File: config.mk
export PLATFORM = sky130hd
export DESIGN_NAME = mac_shift_exu
export DESIGN_NICKNAME = d
export VERILOG_FILES = /design/src/rtl/mac_shift_exu_pkg.sv /design/src/rtl/exu_adder.sv /design/src/rtl/exu_shl.sv /design/src/rtl/exu_mul_pipe.sv /design/src/rtl/mac_shift_exu.sv
export SDC_FILE = /design/constraint.sdc
export NUM_CORES = 1
export LEC_CHECK = 0
export BUFFER_PORTS_ARGS = -buffer_cell sky130_fd_sc_hd__buf_2
export CAP_MARGIN = 25
export CORE_MARGIN = 2
export CORE_UTILIZATION = 55
export CTS_CLUSTER_SIZE = 14
export DETAILED_ROUTE_END_ITERATION = 7
export GPL_TIMING_DRIVEN = 1
export PLACE_DENSITY = 0.82
export SLEW_MARGIN = 20
export SYNTH_ARGS = -nofsm -noshare
export SYNTH_HDL_FRONTEND = slang
export SYNTH_SLANG_ARGS = --single-unit
File: constraint.sdc
create_clock -name clk -period 4.4 [get_ports clk]
set_input_delay 0.66 -clock clk [delete_from_list [all_inputs] [get_ports clk]]
set_output_delay 0.66 -clock clk [all_outputs]
set_load 0.05 [all_outputs]
File: src/rtl/mac_shift_exu_pkg.sv
package mac_shift_exu_pkg;
   typedef enum logic [1:0] {
      OP_ADD  = 2'b00,
      OP_MUL  = 2'b01,
      OP_MADD = 2'b10,
      OP_SHLI = 2'b11
   } exu_op_e;

   function automatic logic op_is_mul(input exu_op_e o);
      return (o == OP_MUL) || (o == OP_MADD);
   endfunction
endpackage

File: src/rtl/exu_adder.sv
module exu_adder #(
   parameter int DATA_W = 24
) (
   input  logic [DATA_W-1:0] x,
   input  logic [DATA_W-1:0] y,
   output logic [DATA_W-1:0] sum
);
   assign sum = x + y;
endmodule

File: src/rtl/exu_shl.sv
module exu_shl #(
   parameter int DATA_W  = 24,
   parameter int SHAMT_W = 5,
   parameter bit BARREL  = 1'b1
) (
   input  logic [DATA_W-1:0]  imm,
   input  logic [SHAMT_W-1:0] shamt,
   output logic [DATA_W-1:0]  shifted
);
   generate
      if (BARREL) begin : g_barrel
         always_comb begin
            logic [DATA_W-1:0] v;
            v = imm;
            for (int i = 0; i < SHAMT_W; i++) begin
               if (shamt[i]) begin
                  if ((1 << i) >= DATA_W) v = '0;
                  else                    v = v << (1 << i);
               end
            end
            shifted = v;
         end
      end else begin : g_direct
         logic [31:0] amt_ext;
         assign amt_ext = {{(32-SHAMT_W){1'b0}}, shamt};
         assign shifted = (amt_ext >= 32'(DATA_W)) ? '0 : (imm << shamt);
      end
   endgenerate
endmodule

File: src/rtl/exu_mul_pipe.sv
module exu_mul_pipe #(
   parameter int DATA_W = 24
) (
   input  logic              clk,
   input  logic              rst_n,
   input  logic              launch,
   input  logic              with_addend,
   input  logic [DATA_W-1:0] a,
   input  logic [DATA_W-1:0] b,
   input  logic [DATA_W-1:0] c,
   output logic              busy1,
   output logic              done,
   output logic [DATA_W-1:0] product,
   output logic [DATA_W-1:0] addend
);
   localparam int LO_W = DATA_W / 2;
   localparam int HI_W = DATA_W - LO_W;

   logic [DATA_W-1:0] b_lo_ext, b_hi_ext;
   logic [DATA_W-1:0] pp_lo, pp_hi;
   logic [DATA_W-1:0] s1_lo, s1_hi, s1_c;
   logic              s1_v, s2_v;
   logic [DATA_W-1:0] s2_prod, s2_c;

   assign b_lo_ext = {{(DATA_W-LO_W){1'b0}}, b[LO_W-1:0]};
   assign b_hi_ext = {{(DATA_W-HI_W){1'b0}}, b[DATA_W-1:LO_W]};
   assign pp_lo    = a * b_lo_ext;
   assign pp_hi    = a * b_hi_ext;

   // stage 1: partial products for both halves of b
   always_ff @(posedge clk or negedge rst_n) begin
      if (!rst_n) begin
         s1_v  <= 1'b0;
         s1_lo <= '0;
         s1_hi <= '0;
         s1_c  <= '0;
      end else begin
         s1_v <= launch;
         if (launch) begin
            s1_lo <= pp_lo;
            s1_hi <= pp_hi;
            s1_c  <= with_addend ? c : '0;
         end
      end
   end

   // stage 2: merge partial products
   always_ff @(posedge clk or negedge rst_n) begin
      if (!rst_n) begin
         s2_v    <= 1'b0;
         s2_prod <= '0;
         s2_c    <= '0;
      end else begin
         s2_v <= s1_v;
         if (s1_v) begin
            s2_prod <= s1_lo + (s1_hi << LO_W);
            s2_c    <= s1_c;
         end
      end
   end

   assign busy1   = s1_v;
   assign done    = s2_v;
   assign product = s2_prod;
   assign addend  = s2_c;
endmodule

File: src/rtl/mac_shift_exu.sv
module mac_shift_exu #(
   parameter int DATA_W    = 24,
   parameter int SHAMT_W   = 5,
   parameter bit BARREL_SH = 1'b1
) (
   input  logic               clk,
   input  logic               rst_n,
   input  logic               in_valid,
   input  logic [1:0]         op,
   input  logic [DATA_W-1:0]  src_a,
   input  logic [DATA_W-1:0]  src_b,
   input  logic [DATA_W-1:0]  src_c,
   input  logic [DATA_W-1:0]  imm,
   input  logic [SHAMT_W-1:0] shamt,
   output logic               res_valid,
   output logic [DATA_W-1:0]  result,
   output logic               stall
);
   import mac_shift_exu_pkg::*;

   generate
      if (DATA_W < 4 || (DATA_W % 2) != 0) begin : g_bad_width
         $error("mac_shift_exu: DATA_W must be even and at least 4");
      end
      if (SHAMT_W < 1 || SHAMT_W > 31) begin : g_bad_shamt
         $error("mac_shift_exu: SHAMT_W must be in 1..31");
      end
   endgenerate

   exu_op_e           op_e;
   logic              is_mul, busy1, done, idle, launch;
   logic [DATA_W-1:0] product, addend, add_x, add_y, add_sum, shl_out;

   assign op_e   = exu_op_e'(op);
   assign is_mul = op_is_mul(op_e);
   assign idle   = !busy1 && !done;
   assign launch = in_valid && idle && is_mul;

   exu_mul_pipe #(.DATA_W(DATA_W)) u_mul (
      .clk         (clk),
      .rst_n       (rst_n),
      .launch      (launch),
      .with_addend (op_e == OP_MADD),
      .a           (src_a),
      .b           (src_b),
      .c           (src_c),
      .busy1       (busy1),
      .done        (done),
      .product     (product),
      .addend      (addend)
   );

   // shared adder: register add, or final product + addend
   assign add_x = done ? product : src_a;
   assign add_y = done ? addend  : src_b;

   exu_adder #(.DATA_W(DATA_W)) u_add (
      .x   (add_x),
      .y   (add_y),
      .sum (add_sum)
   );

   exu_shl #(.DATA_W(DATA_W), .SHAMT_W(SHAMT_W), .BARREL(BARREL_SH)) u_shl (
      .imm     (imm),
      .shamt   (shamt),
      .shifted (shl_out)
   );

   assign result    = (!done && op_e == OP_SHLI) ? shl_out : add_sum;
   assign res_valid = done || (in_valid && idle && !is_mul);
   assign stall     = launch || busy1;
endmodule

[Word-level counts from Yosys, hierarchy flattened]
Cells that the tools add are included.
Word-level totals
  bits in registers: 110
  output and inout port bits: 26
Cells by class
  add/sub/neg operators: 2
  multiply operators: 2
  equality and inequality tests: 3
  mux-type cells: 9
  reductions and logical operators: 11
Operators by type and width (number)
  2-to-1 mux 24 bit: 9
  adder 24 bit: 2
  multiplier 24 x 12 -> 12 bit: 1
  multiplier 24 x 12 -> 24 bit: 1
  logical AND 1 bit: 5
  equality test 2 bit, second input constant: 2
  logical NOT 1 bit: 3
  logical OR 1 bit: 3
  equality test 2 x 1 -> 1 bit, second input constant: 1

[Depth between registers and ports, before layout]
Gate-level depths: netlist of run 1.
  word-level depth: 6
  depth in mapped cells: 22

[Cells and area by module]
From an unflattened synthesis of run 1, not the netlist that was laid out.
Unflattened totals
  cell total of the unflattened synthesis: 1779
  area, all modules: 16407.0 sq um
Modules (own cells, without submodules)
  exu_mul_pipe: instances 1, cells each 1398, area each 13032.5 sq um, seq. area each 2752.6 sq um
  exu_adder: instances 1, cells each 166, area each 1227.4 sq um, seq. area each 0.0 sq um
  exu_shl: instances 1, cells each 125, area each 1124.8 sq um, seq. area each 0.0 sq um
  mac_shift_exu: instances 1, cells each 90, area each 1022.2 sq um, seq. area each 0.0 sq um

[Worst setup path before layout of run 1]
OpenSTA, ideal clock, no wires.
  path kind: in2reg
  from: input src_a[6]
  to: register u_mul.s1_lo[23]
  setup time: 0.136 ns
  arrival: 5.626 ns
  required time: 4.264 ns
  slack: -1.362 ns
  stages: 20
  path through: clkbuf_1 -> clkbuf_1 -> nand2_1 -> fa_1 -> inv_1 -> fa_1 -> fa_1 -> fa_1 -> inv_1 -> fa_1 -> inv_1 -> ha_1 -> and3_1 -> and3_1 -> and3_1 -> or2_2 -> a211oi_1 -> a21oi_1 -> xnor2_1 -> o21ai_0
Between the ends
  word-level cells in the longest chain between the ends: 1
RTL lines
  start: declaration: RTL line mac_shift_exu.sv:10  | input logic [DATA_W-1:0] src_a,
  multiplier 24 x 12 -> 24 bit: RTL line exu_mul_pipe.sv:27  | assign pp_lo = a * b_lo_ext;
  end signal: assignment: RTL line exu_mul_pipe.sv:40  | s1_lo <= pp_lo;
  end: declaration: RTL line exu_mul_pipe.sv:21  | logic [DATA_W-1:0] s1_lo, s1_hi, s1_c;
Every way passes these cells.
A chain may end at the register's enable or synchronous reset.

[Final worst setup path of run 1]
  from: input src_b[4]
  to: register u_mul.s1_lo[22]
Between the ends
  word-level cells in the longest chain between the ends: 1
RTL lines
  start: declaration: RTL line mac_shift_exu.sv:11  | input logic [DATA_W-1:0] src_b,
  multiplier 24 x 12 -> 24 bit: RTL line exu_mul_pipe.sv:27
Every way passes these cells.

==> impl_metrics.tcl, run 1 <==
set metrics [dict create \
    ant_nets 0 \
    clk_latency_ps 370 \
    antenna_found_initial 5 \
    critPathArrivalTime_ps 5250 \
    grt_pass1_vias 14500 \
    coreArea_mm2 0.0286 \
    setup_viol_count_final 17 \
    multiInputGateArea_mm2 0.0127 \
    hold_ws_ps 365 \
    crit_type "in -> reg" \
    totalWireLength_um 52600 \
    slew_violations 0 \
    cts_tree "done" \
    drive_above_1_share 0.293 \
    fin_ws_ps -551 \
    post-place-ws_ps -1130 \
    path_clk_slew_ps 80 \
    fin_crit_sh 1.13 \
    seq_area_frac_synth 0.173 \
    cts-root-buf "clkbuf_16" \
    synthDistinctLibCells 58 \
    worst-path-buf-inv 9 \
    die-area_mm2 0.0303 \
    max_slew_margin 0.376 \
    final.fill_count 1920 \
    cts.path.max_buffers 2 \
    tightest_slew_ps 936 \
    synth_edf_count 0 \
    hold_violations 0 \
    dr_wl_met3_um 5370 \
    grt_use_total 0.315 \
    first_pass_iters 5 \
    place_inst 2452 \
    grt_max_degree 93 \
    final_design_area_no_fill_mm2 0.0201 \
    io_pins 132 \
    period_needed_ps 4950 \
    r2r_setup_slack_ps 1630 \
    area.growth.synth_to_final_pct 26.2 \
    stdcell_count 2504 \
    hp-class "in -> async" \
    nNetsFinal 2525 \
    synth_nets 2266 \
    reg2reg_depth 11 \
    via_per_inst 5.92 \
    r2r_start "u_mul.s1_lo[12]$_DFFE_PN0P_" \
    power_mw 14.3 \
    clkSinkCount 110 \
    ff_latch_area_mm2 0.00276 \
    drv_cap 0 \
    cts_inserted_buffers 9 \
    cellPowerDensity_mw_per_mm2 711 \
    worstPathRequired_ps 4700 \
    async_reset_ff_frac 1.00 \
    yosys_warnings 0 \
    place_area_mm2 0.0183 \
    gp_congestion 0.979 \
    wl_per_cell_um 21.0 \
    fmax_mhz 202 \
    r2r_end "u_mul.product[22]$_DFFE_PN0P_" \
    postSynthCellCount 1854 \
    grt_pass1_wl_um 75200 \
    drc 0 \
    final_core_util 0.702 \
    fp.dieW_um 174 \
    critPathCaptureType "register" \
    die_h_um 174 \
    met1_length_um 18800 \
    synth_area_mm2 0.0159 \
    syn_area_per_cell_um2 8.59 \
    slowest_delay_ps 630 \
    skew_ps 12.9 \
    leakage_nw 9.96 \
    rows 62 \
    critPathTopFamily "adder cells" \
    run_status "finished, violations left" \
    cp-start-kind "input port" \
    peakVddDrop_uv 758 \
    h-tree-depth 3 \
    totalNegativeSetupSlack_ps -6380 \
    top_layer_used "met5" \
    yosys_most_used_dff "dfrtp_1" \
    drt_iter0_drc 1397 \
    grt_overflow 0 \
    start_util 0.557 \
    crit_path_top_delay_cell "fa_1" \
    route.vias.total 14800 \
    violations "negative setup slack" \
    dp_hpwl_um 38000 \
    dr_wl_met2_um 24800 \
    crit_path_max_fanout 7 \
    crit_chain "buf_12, buf_8, buf_6, nand2_2, fa_1, inv_1, ha_2, inv_2, fa_1, inv_1, ha_1, inv_2, fa_1, inv_2, ha_4, nor2b_4, o21ai_4, a21boi_4, o211ai_1, buf_4, a21oi_4, nor3_2, or4_1, nand3_1" \
    ys_ff_latch 110 \
    rsz0062_at_grt "yes" \
    port-buffer-count 131 \
]
## registers in the layout, summed over array words and instances, names as in the netlist
signal,count
u_mul.done,1
u_mul.product,24
u_mul.s1_hi,12
u_mul.s1_lo,24
u_mul.busy1,1
u_mul.addend,24
u_mul.s1_c,24
## worst max-delay path by stage
stage / start / end / slack, ps / cells after the start
floorplan: src_a[5] / u_mul.s1_lo[23]$_DFFE_PN0P_ / -800 / 20
global placement: src_b[6] / u_mul.s1_lo[21]$_DFFE_PN0P_ / -1010 / 20
detailed placement: src_a[4] / u_mul.s1_lo[21]$_DFFE_PN0P_ / -1130 / 19
CTS: src_b[7] / u_mul.s1_lo[21]$_DFFE_PN0P_ / -490 / 20
global route: src_b[4] / u_mul.s1_lo[22]$_DFFE_PN0P_ / -670 / 24
finish: src_b[4] / u_mul.s1_lo[22]$_DFFE_PN0P_ / -550 / 24
## where the power goes
| group | internal [mW] | switching (mW) | leakage, nW |
|---|---|---|---|
| Combinational | 5.60 | 6.20 | 8.40 |
| Clock | 0.401 | 0.425 | 0.140 |
| Sequential | 1.35 | 0.305 | 1.42 |
| Total | 7.36 | 6.93 | 9.96 |
## cells in the final DEF, fill, tap and decap left out, types with 27 or more instances in the layout
master,count
mux2_2,87
buf_2,103
buf_4,177
buf_6,34
and2_1,82
mux2i_1,27
dfrtp_1,108
nand2_1,350
xnor2_1,49
ha_1,73
ha_4,28
nor2_1,40
fa_1,186
inv_1,275
nand3_1,33
a21oi_1,41
o21ai_0,46
## cells by family (layout without fill, tap and decap cells)
group,after synthesis,count (layout),synth area share
flip-flops,110,110,0.173
multiplexers,128,128,0.0924
AND/OR/NAND/NOR,625,625,0.179
XOR/XNOR,80,80,0.0440
other,0,2,0
AO/OA/AOI/OAI,218,218,0.0853
adder cells (fa/ha/maj),306,306,0.335
buffers and inverters,387,651,0.0917
## area by class of cell
cell class,instances,area share
repair buffers,343,0.138
flip-flops and latches,110,0.137
well taps,384,0.0239
clock buffers,10,0.0114
clock inverters,6,0.00317
diodes,2,0.000249
inverters,292,0.0545
multi-input cells,1357,0.631
## Yosys cell counts, types with 3 or more instances
cell	n	share of area
a211oi_1	9	0.0042
a21boi_1	3	0.0014
a21o_1	13	0.0061
a21oi_1	53	0.017
a31oi_1	11	0.0043
and2_1	101	0.040
and3_1	8	0.0031
buf_1	5	0.0012
buf_2	6	0.0019
clkbuf_1	84	0.020
dfrtp_1	110	0.17
fa_1	200	0.25
ha_1	106	0.083
inv_1	290	0.068
mux2_2	93	0.066
mux2i_1	29	0.018
mux4_2	6	0.0085
nand2_1	364	0.086
nand2b_1	11	0.0043
nand3_1	36	0.011
nand3b_1	6	0.0028
nand4_1	4	0.0016
nor2_1	41	0.0097
nor2b_1	10	0.0039
nor3_1	21	0.0066
nor3b_1	3	0.0014
o211ai_1	5	0.0024
o21a_1	9	0.0042
o21ai_0	60	0.019
o21ai_1	4	0.0013
o21bai_1	6	0.0028
o22ai_1	16	0.0063
o31ai_1	9	0.0042
o41ai_1	3	0.0016
or3_1	8	0.0031
or4_1	4	0.0019
xnor2_1	53	0.029
xor2_1	27	0.015
## per-layer routing
| metal | track usage | vias to the layer above |
|---|---|---|
| li1 | - | 6413 |
| met1 | 0.403 | 7188 |
| met2 | 0.527 | 937 |
| met3 | 0.0591 | 271 |
| met4 | 0.129 | 4 |
| met5 | 0 | - |
## what timing repair did
item / CTS / global route
hold buffers: 0 / 0
gates resized for setup: 97 / 175
endpoints found under the hold margin: 0 / 0
setup endpoints to repair: 28 / 29
pin swaps: 43 / 60
cloned: 0 / 3
buffers inserted: 10 / 21
(Power assumes the default switching activity.)
==> run 2, diff against run 1 <==
- SKIP_CTS_REPAIR_TIMING: unset -> 1
==> run 2 against run 1 <==
Net effect:
- the flow still finishes with violations (negative setup slack)
- clock skew shrank 5.0 ps
- worst setup slack worse by 48 ps
- sequential power hardly changed
- sequential cell count stayed put
- wire length shrank 4.9%
- global-route usage decreased by 0.65 points
- sequential share of layout area is 0.28 points higher
- clock power up 0.8%
- worst hold slack gained 0.76 ps
- critical path depth down 4
- maximum frequency down 0.96%
- largest cell class unchanged
- highest routed layer unchanged
==> impl_metrics.tcl, run 2 (synthesized netlist as in run 1, its figures left out) <==
set metrics [dict create \
    worstPathRequired_ps 4620 \
    tightest_slew_ps 933 \
    via_per_inst 5.79 \
    mostFrequentLayoutCells "nand2_1, inv_1, fa_1" \
    peakVddDrop_uv 741 \
    final_design_area_no_fill_mm2 0.0197 \
    run_status "finished, violations left" \
    first_pass_iters 5 \
    coreArea_mm2 0.0286 \
    drive_above_1_share 0.281 \
    totalNegativeSetupSlack_ps -5940 \
    clkSinkCount 110 \
    slew_violations 0 \
    final_common_cell "nand2_1" \
    fp.dieW_um 174 \
    violations "negative setup slack" \
    cts-root-buf "clkbuf_16" \
    start_util 0.557 \
    fin_ws_ps -599 \
    crit_type "in -> reg" \
    crit_path_max_fanout 5 \
    cts_tree "done" \
    ant_nets 0 \
    cts_inserted_buffers 9 \
    gp_congestion 0.979 \
    drc 0 \
    critPathArrivalTime_ps 5220 \
    totalWireLength_um 50100 \
    hp-class "in -> async" \
    io_pins 132 \
    drt_iter0_drc 1312 \
    grt_pass1_vias 14300 \
    rows 62 \
    nNetsFinal 2514 \
    critPathCaptureType "register" \
    rsz0062_at_grt "yes" \
    leakage_nw 9.83 \
    cp-start-kind "input port" \
    die_h_um 174 \
    antenna_found_initial 1 \
    port-buffer-count 131 \
    wl_per_cell_um 20.1 \
    period_needed_ps 5000 \
    dp_hpwl_um 38000 \
    grt_use_total 0.308 \
    route.vias.total 14400 \
    skew_ps 7.85 \
    area.growth.synth_to_final_pct 23.7 \
    fmax_mhz 200 \
    diodes 0 \
    die-area_mm2 0.0303 \
    clk_latency_ps 370 \
    power_mw 14.2 \
    drv_cap 0 \
    place_area_mm2 0.0183 \
    h-tree-depth 3 \
    hold_violations 0 \
    path_clk_slew_ps 80 \
    cellPowerDensity_mw_per_mm2 720 \
    grt_overflow 0 \
    grt_pass1_wl_um 74100 \
    cts.path.max_buffers 2 \
    setup_viol_count_final 16 \
    max_slew_margin 0.378 \
    hold_ws_ps 366 \
    post-place-ws_ps -1130 \
    fin_crit_sh 1.14 \
    grt_max_degree 93 \
]
## run 2: worst max-delay path: stages
cell	delay [ps]
buf_12	120
and2_4	160
fa_1	550
inv_2	50
fa_2	540
inv_2	40
fa_2	380
fa_1	520
inv_1	50
fa_1	490
inv_2	50
ha_4	230
and3_4	170
and3_4	150
and3_4	170
or2_4	260
a211oi_4	250
buf_4	150
xor2_1	150
o21ai_1	80
## run 2: final timing paths
check,start,to,cells past startpoint,slack [ps]
max in group asynchronous,rst_n,u_mul.s1_lo[12]$_DFFE_PN0P_,2,3040
setup reg to reg,u_mul.s1_lo[12]$_DFFE_PN0P_,u_mul.product[22]$_DFFE_PN0P_,11,1600
hold reg to reg,u_mul.s1_c[17]$_DFFE_PN0P_,u_mul.s1_c[17]$_DFFE_PN0P_,2,470
hold / removal,rst_n,u_mul.done$_DFF_PN0_,1,370
min in group clk,u_mul.s1_c[17]$_DFFE_PN0P_,u_mul.s1_c[17]$_DFFE_PN0P_,2,470
setup / recovery,src_a[4],u_mul.s1_lo[21]$_DFFE_PN0P_,20,-600
## run 2: routing by layer
layer  vias to the layer above  part of all wire  track usage
li1                       6370                 -            -
met1                      7093              0.38        0.403
met2                       777              0.48        0.517
met3                       184             0.086       0.0521
met4                         2             0.051        0.113
met5                         -           0.00016            0
## run 2: layout make-up
class                           instances  area [um^2]
Multi-Input combinational cell       1357        12400
Fill cell                            2013         8910
Sequential cell                       110         2760
Timing Repair Buffer                  332         2650
Inverter                              292         1100
Tap cell                              384          480
Clock buffer                           10          229
Clock inverter                          6         63.8
## run 2: per-stage QoR
| step | utilization | std cells |
|---|---|---|
| after floorplan | - | 1854 |
| after global placement | 0.641 | 2452 |
| after detailed placement | 0.641 | 2452 |
| after CTS | 0.651 | 2468 |
| after global routing | 0.689 | 2491 |
| final | 0.689 | 2491 |
## run 2: where the power goes
group	internal (mW)	total [mW]	switching [mW]
Sequential	1.35	1.65	0.298
Combinational	5.51	11.7	6.21
Clock	0.401	0.833	0.431
==> run 3, diff against run 2 <==
- CORE_UTILIZATION: 55 -> 45
- PLACE_DENSITY: 0.82 -> 0.71
==> run 3 against run 2 <==
Net effect:
- count of clock-buffer cells in the layout shrank 1
- critical path depth is the same
- non-clock buffer count grew 12
- worst setup slack lost 2.9 ps
- critical endpoint unchanged
- clock power shrank 2%
- global-route usage shrank 5.5 points
- highest routed layer unchanged
- the run still ends with negative setup slack left
- first-iteration DRC count shrank 24%
- design area grew 0.49%
- sequential power is essentially flat
- power shrank 4.8%
- utilization shrank 12 points
==> impl_metrics.tcl, run 3 (synthesized netlist as in run 1, its figures left out) <==
set metrics [dict create \
    run_status "finished, violations left" \
    violations "negative setup slack" \
    worstPathRequired_ps 4620 \
    skew_ps 15.1 \
    drv_cap 0 \
    grt_max_degree 69 \
    gp_congestion 0.923 \
    crit_type "in -> reg" \
    critPathCaptureType "register" \
    diodes 0 \
    hold_ws_ps 251 \
    use_met3 0.0550 \
    antenna_found_initial 3 \
    first_pass_iters 5 \
    final.fill_count 3036 \
    tightest_slew_ps 750 \
    slowest_delay_ps 530 \
    h-tree-depth 3 \
    timing.critical_path.mode_cell "fa_1" \
    cts_tree "done" \
    cts-root-buf "clkbuf_16" \
    cp-start-kind "input port" \
    drive_above_1_share 0.286 \
    fin_ws_ps -602 \
    power_mw 13.5 \
    use_met2 0.415 \
    mostFrequentLayoutCells "nand2_1, inv_1, buf_4" \
    nNetsFinal 2526 \
    grt_pass1_vias 14100 \
    ff_latch_area_mm2 0.00276 \
    busiest_layer "met2" \
    crit_path_top_delay_cell "fa_1" \
    dp_hpwl_um 38000 \
    rows 68 \
    final_common_cell "nand2_1" \
    cellPowerDensity_mw_per_mm2 683 \
    fp.dieW_um 192 \
    fin_crit_sh 1.14 \
    die-area_mm2 0.0369 \
    area.growth.synth_to_final_pct 24.3 \
    drt_iter0_drc 994 \
    critPathArrivalTime_ps 5220 \
    fmax_mhz 200 \
    drc 0 \
    path_clk_slew_ps 80 \
    route.vias.total 13800 \
    grt_overflow 0 \
    leakage_nw 9.87 \
    port-buffer-count 131 \
    setup_viol_count_final 18 \
    crit_path_max_fanout 9 \
    r2r_setup_slack_ps 1490 \
    rsz0062_at_grt "yes" \
    stdcell_count 2574 \
    ant_nets 0 \
    totalWireLength_um 46600 \
    grt_pass1_wl_um 72100 \
    crit_chain "buf_4, and2_1, fa_1, inv_1, fa_1, inv_1, fa_2, fa_1, inv_1, fa_1, inv_2, ha_4, and3_4, and3_4, and3_4, or2_4, a211oi_4, buf_4, xor2_1, o21ai_1" \
    period_needed_ps 5000 \
    max_slew_margin 0.500 \
    cp-startpoint "src_a[4]" \
    clk_latency_ps 370 \
    cts.path.max_buffers 2 \
    coreArea_mm2 0.0347 \
    totalNegativeSetupSlack_ps -5150 \
    clkSinkCount 110 \
    via_per_inst 5.37 \
    cts_inserted_buffers 9 \
    final_core_util 0.571 \
    hp-class "in -> async" \
    io_pins 132 \
    start_util 0.459 \
    die_h_um 192 \
    grt_use_total 0.253 \
    slew_violations 0 \
    multiInputGateArea_mm2 0.0124 \
    peakVddDrop_uv 733 \
    place_inst 2524 \
    wl_per_cell_um 18.1 \
    hold_violations 0 \
    r2r_start "u_mul.s1_lo[12]$_DFFE_PN0P_" \
    grt_use_met1 0.327 \
]
run 3: cell count changes in the layout (fill, tap and decap cells not counted), sizes merged:
cell,change
clkinv,+4
inv,-2
clkinvlp,-1
buf,+15
clkbuf,-4
run 3: per-layer routing:
layer	routed length, um	part of all wire
met5	25	0.00054
met4	1880	0.040
met3	2970	0.064
met2	22400	0.48
met1	19400	0.42
run 3: final timing paths:
path / cells after the start / to
max in group asynchronous: 2 / u_mul.s1_lo[20]$_DFFE_PN0P_
min: 1 / u_mul.s1_c[20]$_DFFE_PN0P_
max: 20 / u_mul.s1_lo[21]$_DFFE_PN0P_
min in group clk: 2 / u_mul.s1_c[23]$_DFFE_PN0P_
min reg2reg: 2 / u_mul.s1_c[23]$_DFFE_PN0P_
max reg2reg: 11 / u_mul.product[22]$_DFFE_PN0P_
run 3: final cells by class:
cell class,count,area share
Clock inverter,7,0.00398
Sequential cell,110,0.139
Timing Repair Buffer,344,0.133
Multi-Input combinational cell,1357,0.628
Inverter,292,0.0553
Tap cell,455,0.0287
Clock buffer,9,0.0114
run 3: where the power goes:
part	total (mW)	switching (mW)	internal (mW)
Combinational	11.1	5.65	5.41
Clock	0.817	0.415	0.402
Sequential	1.64	0.286	1.35
run 3: worst max-delay path, delay by kind of cell:
kind / cells / cell delay, ps
AOI/OAI and AO/OA: 2 / 360
xor gates and xnor gates: 1 / 130
adders and majority gates: 6 / 2640
buffers and inverters: 6 / 530
and+or+nand+nor: 5 / 900
run 3: per-stage QoR:
step	cell area, um^2	worst slack, ps
detailed placement	18400	-1090
global route	19800	-735
global placement	18400	-1030
finish	19800	-602
floorplan	16300	-796
CTS	18700	-689
